--- src/rtl/tmr64_pkg.sv ---
package tmr64_pkg;
  localparam int unsigned ADDR_W = 12;
  localparam int unsigned DATA_W = 32;
  localparam int unsigned NREG   = 6;

  // index of each applied register inside the apply payload
  localparam int unsigned R_CLO = 0;
  localparam int unsigned R_CHI = 1;
  localparam int unsigned R_MLO = 2;
  localparam int unsigned R_MHI = 3;
  localparam int unsigned R_INC = 4;
  localparam int unsigned R_CTL = 5;

  localparam logic [ADDR_W-1:0] A_CLO = 12'h100;
  localparam logic [ADDR_W-1:0] A_CHI = 12'h104;
  localparam logic [ADDR_W-1:0] A_CWS = 12'h110;
  localparam logic [ADDR_W-1:0] A_MLO = 12'h200;
  localparam logic [ADDR_W-1:0] A_MHI = 12'h204;
  localparam logic [ADDR_W-1:0] A_INC = 12'h208;
  localparam logic [ADDR_W-1:0] A_CTL = 12'h240;
  localparam logic [ADDR_W-1:0] A_IST = 12'h244;
  localparam logic [ADDR_W-1:0] A_IEN = 12'h248;
  localparam logic [ADDR_W-1:0] A_GWS = 12'h24C;

  localparam int unsigned B_RUN    = 8;
  localparam int unsigned B_AUTO   = 1;
  localparam int unsigned B_CMPEN  = 0;
  localparam int unsigned B_WS_CTL = 16;

  typedef struct packed {
    logic run;
    logic autoinc;
    logic cmp_en;
  } ctl_t;

  function automatic logic [ADDR_W-1:0] reg_addr(input int unsigned i);
    case (i)
      R_CLO:   return A_CLO;
      R_CHI:   return A_CHI;
      R_MLO:   return A_MLO;
      R_MHI:   return A_MHI;
      R_INC:   return A_INC;
      default: return A_CTL;
    endcase
  endfunction

  function automatic logic [ADDR_W-1:0] ws_addr(input int unsigned i);
    return (i <= R_CHI) ? A_CWS : A_GWS;
  endfunction

  function automatic int unsigned ws_bit(input int unsigned i);
    case (i)
      R_CLO:   return 0;
      R_CHI:   return 1;
      R_MLO:   return 0;
      R_MHI:   return 1;
      R_INC:   return 2;
      default: return B_WS_CTL;
    endcase
  endfunction
endpackage

--- src/rtl/tmr64_apply_pipe.sv ---
module tmr64_apply_pipe #(
  parameter int unsigned DW  = 38,
  parameter int unsigned LAT = 3
) (
  input  logic          clk,
  input  logic          rst_n,
  input  logic          load,
  input  logic [DW-1:0] din,
  output logic          vld_o,
  output logic [DW-1:0] dat_o
);
  logic [LAT-1:0] vld_q, vld_d;
  logic [DW-1:0]  dat_q [LAT];
  logic [DW-1:0]  dat_d [LAT];

  always_comb begin
    vld_d[0] = load;
    dat_d[0] = load ? din : dat_q[0];
    for (int i = 1; i < LAT; i++) begin
      vld_d[i] = vld_q[i-1];
      dat_d[i] = vld_q[i-1] ? dat_q[i-1] : dat_q[i];
    end
  end

  always_ff @(posedge clk or negedge rst_n) begin
    if (!rst_n) begin
      vld_q <= '0;
      for (int i = 0; i < LAT; i++) dat_q[i] <= '0;
    end else begin
      vld_q <= vld_d;
      for (int i = 0; i < LAT; i++) dat_q[i] <= dat_d[i];
    end
  end

  assign vld_o = vld_q[LAT-1];
  assign dat_o = dat_q[LAT-1];
endmodule

--- src/rtl/tmr64_counter.sv ---
module tmr64_counter #(
  parameter int unsigned CW = 64
) (
  input  logic            clk,
  input  logic            rst_n,
  input  logic            run,
  input  logic            tick,
  input  logic            ld_lo,
  input  logic            ld_hi,
  input  logic [CW/2-1:0] ld_val,
  output logic [CW-1:0]   cnt_o
);
  localparam int unsigned HW = CW / 2;

  logic [CW-1:0] cnt_q, cnt_d;

  always_comb begin
    cnt_d = cnt_q;
    if (ld_lo || ld_hi) begin
      if (ld_lo) cnt_d[HW-1:0]  = ld_val;
      if (ld_hi) cnt_d[CW-1:HW] = ld_val;
    end else if (run && tick) begin
      // full-width add: carry reaches the high half in the same cycle
      cnt_d = cnt_q + CW'(1);
    end
  end

  always_ff @(posedge clk or negedge rst_n) begin
    if (!rst_n) cnt_q <= '0;
    else        cnt_q <= cnt_d;
  end

  assign cnt_o = cnt_q;

  a_r2_step: assert property (@(posedge clk) disable iff (!rst_n)
    (run && tick && !ld_lo && !ld_hi) |=> (cnt_q == $past(cnt_q) + CW'(1)));
  a_r2_hold: assert property (@(posedge clk) disable iff (!rst_n)
    (!(run && tick) && !ld_lo && !ld_hi) |=> $stable(cnt_q));
  a_r3_load_lo: assert property (@(posedge clk) disable iff (!rst_n)
    ld_lo |=> (cnt_q[HW-1:0] == $past(ld_val)));
endmodule

--- src/rtl/tmr64_compare.sv ---
module tmr64_compare #(
  parameter int unsigned CW = 64
) (
  input  logic            clk,
  input  logic            rst_n,
  input  logic [CW-1:0]   cnt_i,
  input  logic            cmp_en,
  input  logic            auto_en,
  input  logic            ld_lo,
  input  logic            ld_hi,
  input  logic            ld_inc,
  input  logic [CW/2-1:0] ld_val,
  input  logic            clr,
  output logic [CW-1:0]   cmp_o,
  output logic [CW/2-1:0] inc_o,
  output logic            flag_o
);
  localparam int unsigned HW = CW / 2;

  logic [CW-1:0] cmp_q, cmp_d;
  logic [HW-1:0] inc_q, inc_d;
  logic          flag_q, flag_d;
  logic          hit;

  assign hit = cmp_en && (cnt_i == cmp_q);

  always_comb begin
    cmp_d = cmp_q;
    if (ld_lo || ld_hi) begin
      if (ld_lo) cmp_d[HW-1:0]  = ld_val;
      if (ld_hi) cmp_d[CW-1:HW] = ld_val;
    end else if (hit && auto_en) begin
      cmp_d = cmp_q + CW'(inc_q);
    end
    inc_d  = ld_inc ? ld_val : inc_q;
    flag_d = hit | (flag_q & ~clr);
  end

  always_ff @(posedge clk or negedge rst_n) begin
    if (!rst_n) begin
      cmp_q  <= '0;
      inc_q  <= '0;
      flag_q <= 1'b0;
    end else begin
      cmp_q  <= cmp_d;
      inc_q  <= inc_d;
      flag_q <= flag_d;
    end
  end

  assign cmp_o  = cmp_q;
  assign inc_o  = inc_q;
  assign flag_o = flag_q;

  a_r6_set: assert property (@(posedge clk) disable iff (!rst_n)
    (cmp_en && (cnt_i == cmp_q)) |=> flag_q);
  a_r7_rearm: assert property (@(posedge clk) disable iff (!rst_n)
    (cmp_en && auto_en && (cnt_i == cmp_q) && !ld_lo && !ld_hi)
    |=> (cmp_q == $past(cmp_q) + CW'($past(inc_q))));
  a_r10_gate: assert property (@(posedge clk) disable iff (!rst_n)
    $rose(flag_q) |-> $past(cmp_en));
  a_r8_clear: assert property (@(posedge clk) disable iff (!rst_n)
    (clr && !(cmp_en && (cnt_i == cmp_q))) |=> !flag_q);
endmodule

--- src/rtl/tmr64_top.sv ---
module tmr64_top
  import tmr64_pkg::*;
#(
  parameter int unsigned APPLY_LAT = 3
) (
  input  logic              clk,
  input  logic              rst_n,
  input  logic              tick_en,
  input  logic              bus_req,
  input  logic              bus_wr,
  input  logic [ADDR_W-1:0] bus_addr,
  input  logic [DATA_W-1:0] bus_wdata,
  output logic [DATA_W-1:0] bus_rdata,
  output logic              irq
);
  localparam int unsigned CW = 2 * DATA_W;
  localparam int unsigned PW = NREG + DATA_W;

  // reset: asserted asynchronously, released after two clock edges
  logic [1:0] rs_q;
  logic       rst_i;

  always_ff @(posedge clk or negedge rst_n) begin
    if (!rst_n) rs_q <= '0;
    else        rs_q <= {rs_q[0], 1'b1};
  end
  assign rst_i = rs_q[1];

  logic            wr_go;
  logic [NREG-1:0] wsel, ws_clr, ws_d, ws_q, ap;
  logic            p_vld;
  logic [PW-1:0]   p_dat;
  logic [DATA_W-1:0] ap_val;

  assign wr_go = bus_req && bus_wr;

  // one shared apply stage: the bus carries at most one write per cycle
  tmr64_apply_pipe #(.DW(PW), .LAT(APPLY_LAT)) u_apply (
    .clk   (clk),
    .rst_n (rst_i),
    .load  (|wsel),
    .din   ({wsel, bus_wdata}),
    .vld_o (p_vld),
    .dat_o (p_dat)
  );

  assign ap     = p_vld ? p_dat[PW-1 -: NREG] : '0;
  assign ap_val = p_dat[DATA_W-1:0];

  for (genvar g = 0; g < NREG; g++) begin : g_ws
    localparam logic [ADDR_W-1:0] RA = reg_addr(g);
    localparam logic [ADDR_W-1:0] SA = ws_addr(g);
    localparam int unsigned       SB = ws_bit(g);

    assign wsel[g]   = wr_go && (bus_addr == RA);
    assign ws_clr[g] = wr_go && (bus_addr == SA) && bus_wdata[SB];
    assign ws_d[g]   = ap[g] | (ws_q[g] & ~ws_clr[g]);

    a_r5_ws_set: assert property (@(posedge clk) disable iff (!rst_i)
      ap[g] |=> ws_q[g]);
  end

  // control, interrupt enable, status clear
  ctl_t ctl_q, ctl_d;
  logic ien_q, ien_d;
  logic ist_clr;

  assign ist_clr = wr_go && (bus_addr == A_IST) && bus_wdata[0];

  always_comb begin
    ctl_d = ctl_q;
    if (ap[R_CTL]) begin
      ctl_d.run     = ap_val[B_RUN];
      ctl_d.autoinc = ap_val[B_AUTO];
      ctl_d.cmp_en  = ap_val[B_CMPEN];
    end
    ien_d = (wr_go && (bus_addr == A_IEN)) ? bus_wdata[0] : ien_q;
  end

  always_ff @(posedge clk or negedge rst_i) begin
    if (!rst_i) begin
      ctl_q <= '0;
      ien_q <= 1'b0;
      ws_q  <= '0;
    end else begin
      ctl_q <= ctl_d;
      ien_q <= ien_d;
      ws_q  <= ws_d;
    end
  end

  logic [CW-1:0]     cnt, cmp;
  logic [DATA_W-1:0] inc;
  logic              flag;

  tmr64_counter #(.CW(CW)) u_cnt (
    .clk    (clk),
    .rst_n  (rst_i),
    .run    (ctl_q.run),
    .tick   (tick_en),
    .ld_lo  (ap[R_CLO]),
    .ld_hi  (ap[R_CHI]),
    .ld_val (ap_val),
    .cnt_o  (cnt)
  );

  tmr64_compare #(.CW(CW)) u_cmp (
    .clk     (clk),
    .rst_n   (rst_i),
    .cnt_i   (cnt),
    .cmp_en  (ctl_q.cmp_en),
    .auto_en (ctl_q.autoinc),
    .ld_lo   (ap[R_MLO]),
    .ld_hi   (ap[R_MHI]),
    .ld_inc  (ap[R_INC]),
    .ld_val  (ap_val),
    .clr     (ist_clr),
    .cmp_o   (cmp),
    .inc_o   (inc),
    .flag_o  (flag)
  );

  always_comb begin
    bus_rdata = '0;
    case (bus_addr)
      A_CLO: bus_rdata = cnt[DATA_W-1:0];
      A_CHI: bus_rdata = cnt[CW-1:DATA_W];
      A_CWS: begin
        bus_rdata[0] = ws_q[R_CLO];
        bus_rdata[1] = ws_q[R_CHI];
      end
      A_MLO: bus_rdata = cmp[DATA_W-1:0];
      A_MHI: bus_rdata = cmp[CW-1:DATA_W];
      A_INC: bus_rdata = inc;
      A_CTL: begin
        bus_rdata[B_RUN]   = ctl_q.run;
        bus_rdata[B_AUTO]  = ctl_q.autoinc;
        bus_rdata[B_CMPEN] = ctl_q.cmp_en;
      end
      A_IST: bus_rdata[0] = flag;
      A_IEN: bus_rdata[0] = ien_q;
      A_GWS: begin
        bus_rdata[0]        = ws_q[R_MLO];
        bus_rdata[1]        = ws_q[R_MHI];
        bus_rdata[2]        = ws_q[R_INC];
        bus_rdata[B_WS_CTL] = ws_q[R_CTL];
      end
      default: bus_rdata = '0;
    endcase
  end

  assign irq = flag & ien_q;

  a_r8_irq_gate: assert property (@(posedge clk) disable iff (!rst_i)
    irq |-> ien_q);
  a_r5_one_apply: assert property (@(posedge clk) disable iff (!rst_i)
    $onehot0(ap));
endmodule

--- config.mk ---
export PLATFORM = sky130hd
export DESIGN_NAME = tmr64_top
export DESIGN_NICKNAME = d
export VERILOG_FILES = /design/src/rtl/tmr64_pkg.sv /design/src/rtl/tmr64_apply_pipe.sv /design/src/rtl/tmr64_counter.sv /design/src/rtl/tmr64_compare.sv /design/src/rtl/tmr64_top.sv
export SDC_FILE = /design/constraint.sdc
export NUM_CORES = 1
export LEC_CHECK = 0
export BUFFER_PORTS_ARGS = -buffer_cell sky130_fd_sc_hd__buf_2
export CAP_MARGIN = 20
export CORE_MARGIN = 2
export CORE_UTILIZATION = 56
export CTS_CLUSTER_SIZE = 25
export DETAILED_ROUTE_END_ITERATION = 10
export PLACE_DENSITY = 0.71
export REMOVE_ABC_BUFFERS = 1
export SYNTH_ARGS = -nofsm -noshare
export SYNTH_HDL_FRONTEND = slang
export SYNTH_SLANG_ARGS = --single-unit
--- constraint.sdc ---
create_clock -name clk -period 9.7 [get_ports clk]
set_clock_uncertainty 0.1 [all_clocks]
set_input_delay 1.94 -clock clk [delete_from_list [all_inputs] [get_ports clk]]
set_output_delay 1.94 -clock clk [all_outputs]
set_load 0.02 [all_outputs]
==> impl_results.md <==
* Grt total ovfl at 0
* Netlist cell types at between 70 and 80
* GR Util met3 at 0.0818
* Post-CTS setup buffer count at 0
* Arr. time, crit path at 4.19 ns
* Final Critical Period at between 6 and 7 ns
* # resized after CTS at 0
* Fin. Hold Viols at 0
* Startpoint Class: input pin
* Die area at 32200 sq um
* Clock Power Share at 0.514
* EDFF count, synth at 0
* Hold_buf cts at 0
* Post-Syn Instances at 1882
* Final setup fails at 0
* Outcome: finished clean
* DP Area at 17800 sq um
* Area Overhead vs Synth at 10.2%
* FF+latch count, synth at 290
* Largest net degree at the start of global routing at 113
* Yosys top cell area share at 0.421
* Avg Cell Area, Syn at 9.17 sq um
* Antenna Nets Post-Route at 0
* Critical Path End Type: primary output
* Layout cell share with drive strength beyond 1 at 0.178
* DR iter-0 viols at 2201
* Fmax at ~160 MHz
* I/O Buffers at 81
* Max_slew headroom at 0.219
* GRT Overall Usage at 0.367
* FFs w/ async S/R, synth at 1.00
* First-pass GRT wire length at 92000 um
* Clock root buffer: clkbuf_16
* Worst skew pair latency at 0.52 ns
* Worst R2R Setup Slack at 5.11 ns
* Warnings, synthesis at 0
* Hold Crit Endpoint: rs_q[1]$_DFF_PN0_
* Synth top cells by count: 290 x dfrtp_1, 180 x a21oi_1, 178 x nand2_1
* Synth area leaders: dfrtp_1 42%, mux2_2 10%, a21oi_1 5.2%, nand2_1 3.9%, nor2_1 2.9%
* Reg power frac at 0.472
* Sw Pwr at 0.000553 W
* Die Y at 180 um
* Post-synth top flop: dfrtp_1
* CTS tree: done
* DR WL/cell at 25.9 um
* Global Route met1 Usage at 0.515
* Worst reg2reg path depth at 10
* Slew at the pin closest to its max-slew limit at around 1.2 ns
* Num CTS Buffers at 34
* Fin Setup TNS at 0 ns
* DR pass1 iterations at 8
* Switch share at 0.214
* DRC Markers at 0
* Worst hold stages at 0
* Crit Path Category: input pin to primary output
* Critical R2R Capture: u_cmp.cmp_o[56]$_DFFE_PN0P_
* # rows at 64
* Max VDD drop at 0.137 mV
* Comb pwr share at 0.015
* Worst path required time at 7.66 ns
* Post-synthesis sequential area ratio at 0.421
* Worst-path clk slew at ~0.06 ns
* Hold crit path type: flop to flop
* Routed wire length at 59700 um
* Worst hold start: rs_q[0]$_DFF_PN0_
* Vias in the first global route at 15.3k
* Final Cycle Share at 0.642
* Max-cap viol count at 0
* Post-synth top area cell: dfrtp_1
* Fin. max-slew vios at 0
* Int Power at 0.00203 W
* RSZ-0062 raised after global routing: false
* Initial antenna violation count at 1
* Top Ports at 82
* Worst-path maximum fanout at 31
* Count leader, synth: dfrtp_1
* Vias per cell at 6.89
* DP HPWL at 42500 um
* Final setup margin at 3.47 ns
* Core area at 30400 sq um
* Post-synthesis cell area at 17300 sq um
* Worst R2R Start: u_cmp.cmp_o[0]$_DFFE_PN0P_
* Routability congestion estimate at a little over 1
* Initial Util at 0.567
* Crit path from: bus_addr[7]
* DP Worst Slack at approximately 3.6 ns
* Clock sinks at 290
* Die span in x at 180 um
* Leak at roughly 8.6 nW
* Clock H-tree levels at 2
* Pwr dens at around 140 nW/um^2
* Clock Tree Buf Depth at 3
* Number of fill cells in the layout at between 2k and 3k
* Finished Cell Area at between 15000 and 20000 sq um
* GR peak layer: met2
* Layout Nets at approximately 2.0k
* Total number of vias at 15.9k
* Met2 Use GR at 0.551
power groups by stage:
stage / combinational [W] / clock (W) / sequential [W]
finish: 0.0000380 / 0.00133 / 0.00122
global route: 0.0000439 / 0.00139 / 0.00122
CTS: 0.0000378 / 0.00134 / 0.00122
detailed placement: 0.0000376 / 0 / 0.00124
global placement: 0.0000366 / 0 / 0.00124
floorplan: 0.00000524 / 0 / 0.00125
area by class of cell:
| class | count | area, sq um | share of cell area |
|---|---|---|---|
| clock inverter | 11 | 174 | 0.00915 |
| antenna | 1 | 2.50 | 0.000132 |
| tap | 396 | 495 | 0.0261 |
| timing repair buffer | 101 | 576 | 0.0303 |
| sequential | 290 | 7260 | 0.382 |
| clock buffer | 49 | 977 | 0.0514 |
| multi-input combinational | 1428 | 9420 | 0.495 |
| inverter | 30 | 113 | 0.00592 |
kinds of logic after synthesis:
logic type | synth area share
buf+inv | 0.0374
mux | 0.105
compound gates | 0.200
xor+xnor | 0.0416
flops | 0.421
other cells | 0.000217
simple gates | 0.170
fa+ha+maj | 0.0251
cell usage in the layout (no fill, tap or decap), types with 10 or more instances in the layout:
cell,Yosys,layout
nand2_1,178,178
buf_2,9,81
a211oi_1,15,15
a21o_1,22,22
clkbuf_16,0,34
nor4_1,22,22
dfrtp_1,290,287
o22ai_1,32,32
a21oi_1,180,179
a22oi_1,65,65
nand4_1,42,42
nand3_1,96,96
nor2_1,133,129
o21a_1,11,10
nor3_1,42,42
nand2b_1,15,15
a31oi_1,31,29
ha_1,33,33
xnor2_1,38,38
xor2_1,44,44
buf_4,2,19
and4_1,11,11
mux2_2,155,155
inv_1,29,29
o21ai_0,87,84
and3_1,32,32
layer usage:
| metal | vias to the layer above | share of wire |
|---|---|---|
| met5 | - | 0 |
| met4 | 0 | 0.045 |
| met3 | 201 | 0.11 |
| met2 | 981 | 0.44 |
| met1 | 7721 | 0.40 |
| li1 | 6974 | - |
critical path: stages:
cell and delay [ns]:
buf_2 0.10, nor3_1 0.25, and3b_1 0.26, nand2_1 0.20, nor2_4 0.82, a222oi_1 0.27, nand3_1 0.16, buf_2 0.17
worst max-delay path by stage:
stage	to	slack, ns	cells after the start
3_5_place_dp	bus_rdata[1]	3.56	8
4_1_cts	bus_rdata[1]	3.55	8
5_1_grt	bus_rdata[1]	3.37	8
3_3_place_gp	bus_rdata[1]	3.59	8
2_1_floorplan	ctl_q[0]$_DFFE_PN0P_	0.92	0
6_report	bus_rdata[1]	3.47	8
state kept, by name, summed over array words and instances, names as in the netlist:
| signal | count |
|---|---|
| ws_q | 6 |
| u_cmp.cmp_o | 64 |
| u_cmp.flag_o | 1 |
| u_apply.dat_q | 76 |
| ien_q | 1 |
| u_apply.vld_q | 3 |
| u_apply.dat_o | 38 |
| rs_q | 2 |
| ctl_q | 3 |
| u_cnt.cnt_o | 64 |
| u_cmp.inc_o | 32 |
through the flow:
step / instances / power (W) / util / hold WS, ns
after floorplan: 1748 / 0.00126 / - / 0.231
after global placement: 2244 / 0.00128 / 0.586 / 0.238
after detailed placement: 2244 / 0.00128 / 0.586 / 0.254
after CTS: 2304 / 0.00260 / 0.624 / 0.270
after global routing: 2306 / 0.00266 / 0.625 / 0.285
final: 2306 / 0.00259 / 0.625 / 0.267
Power figures use the tool's default switching activity.
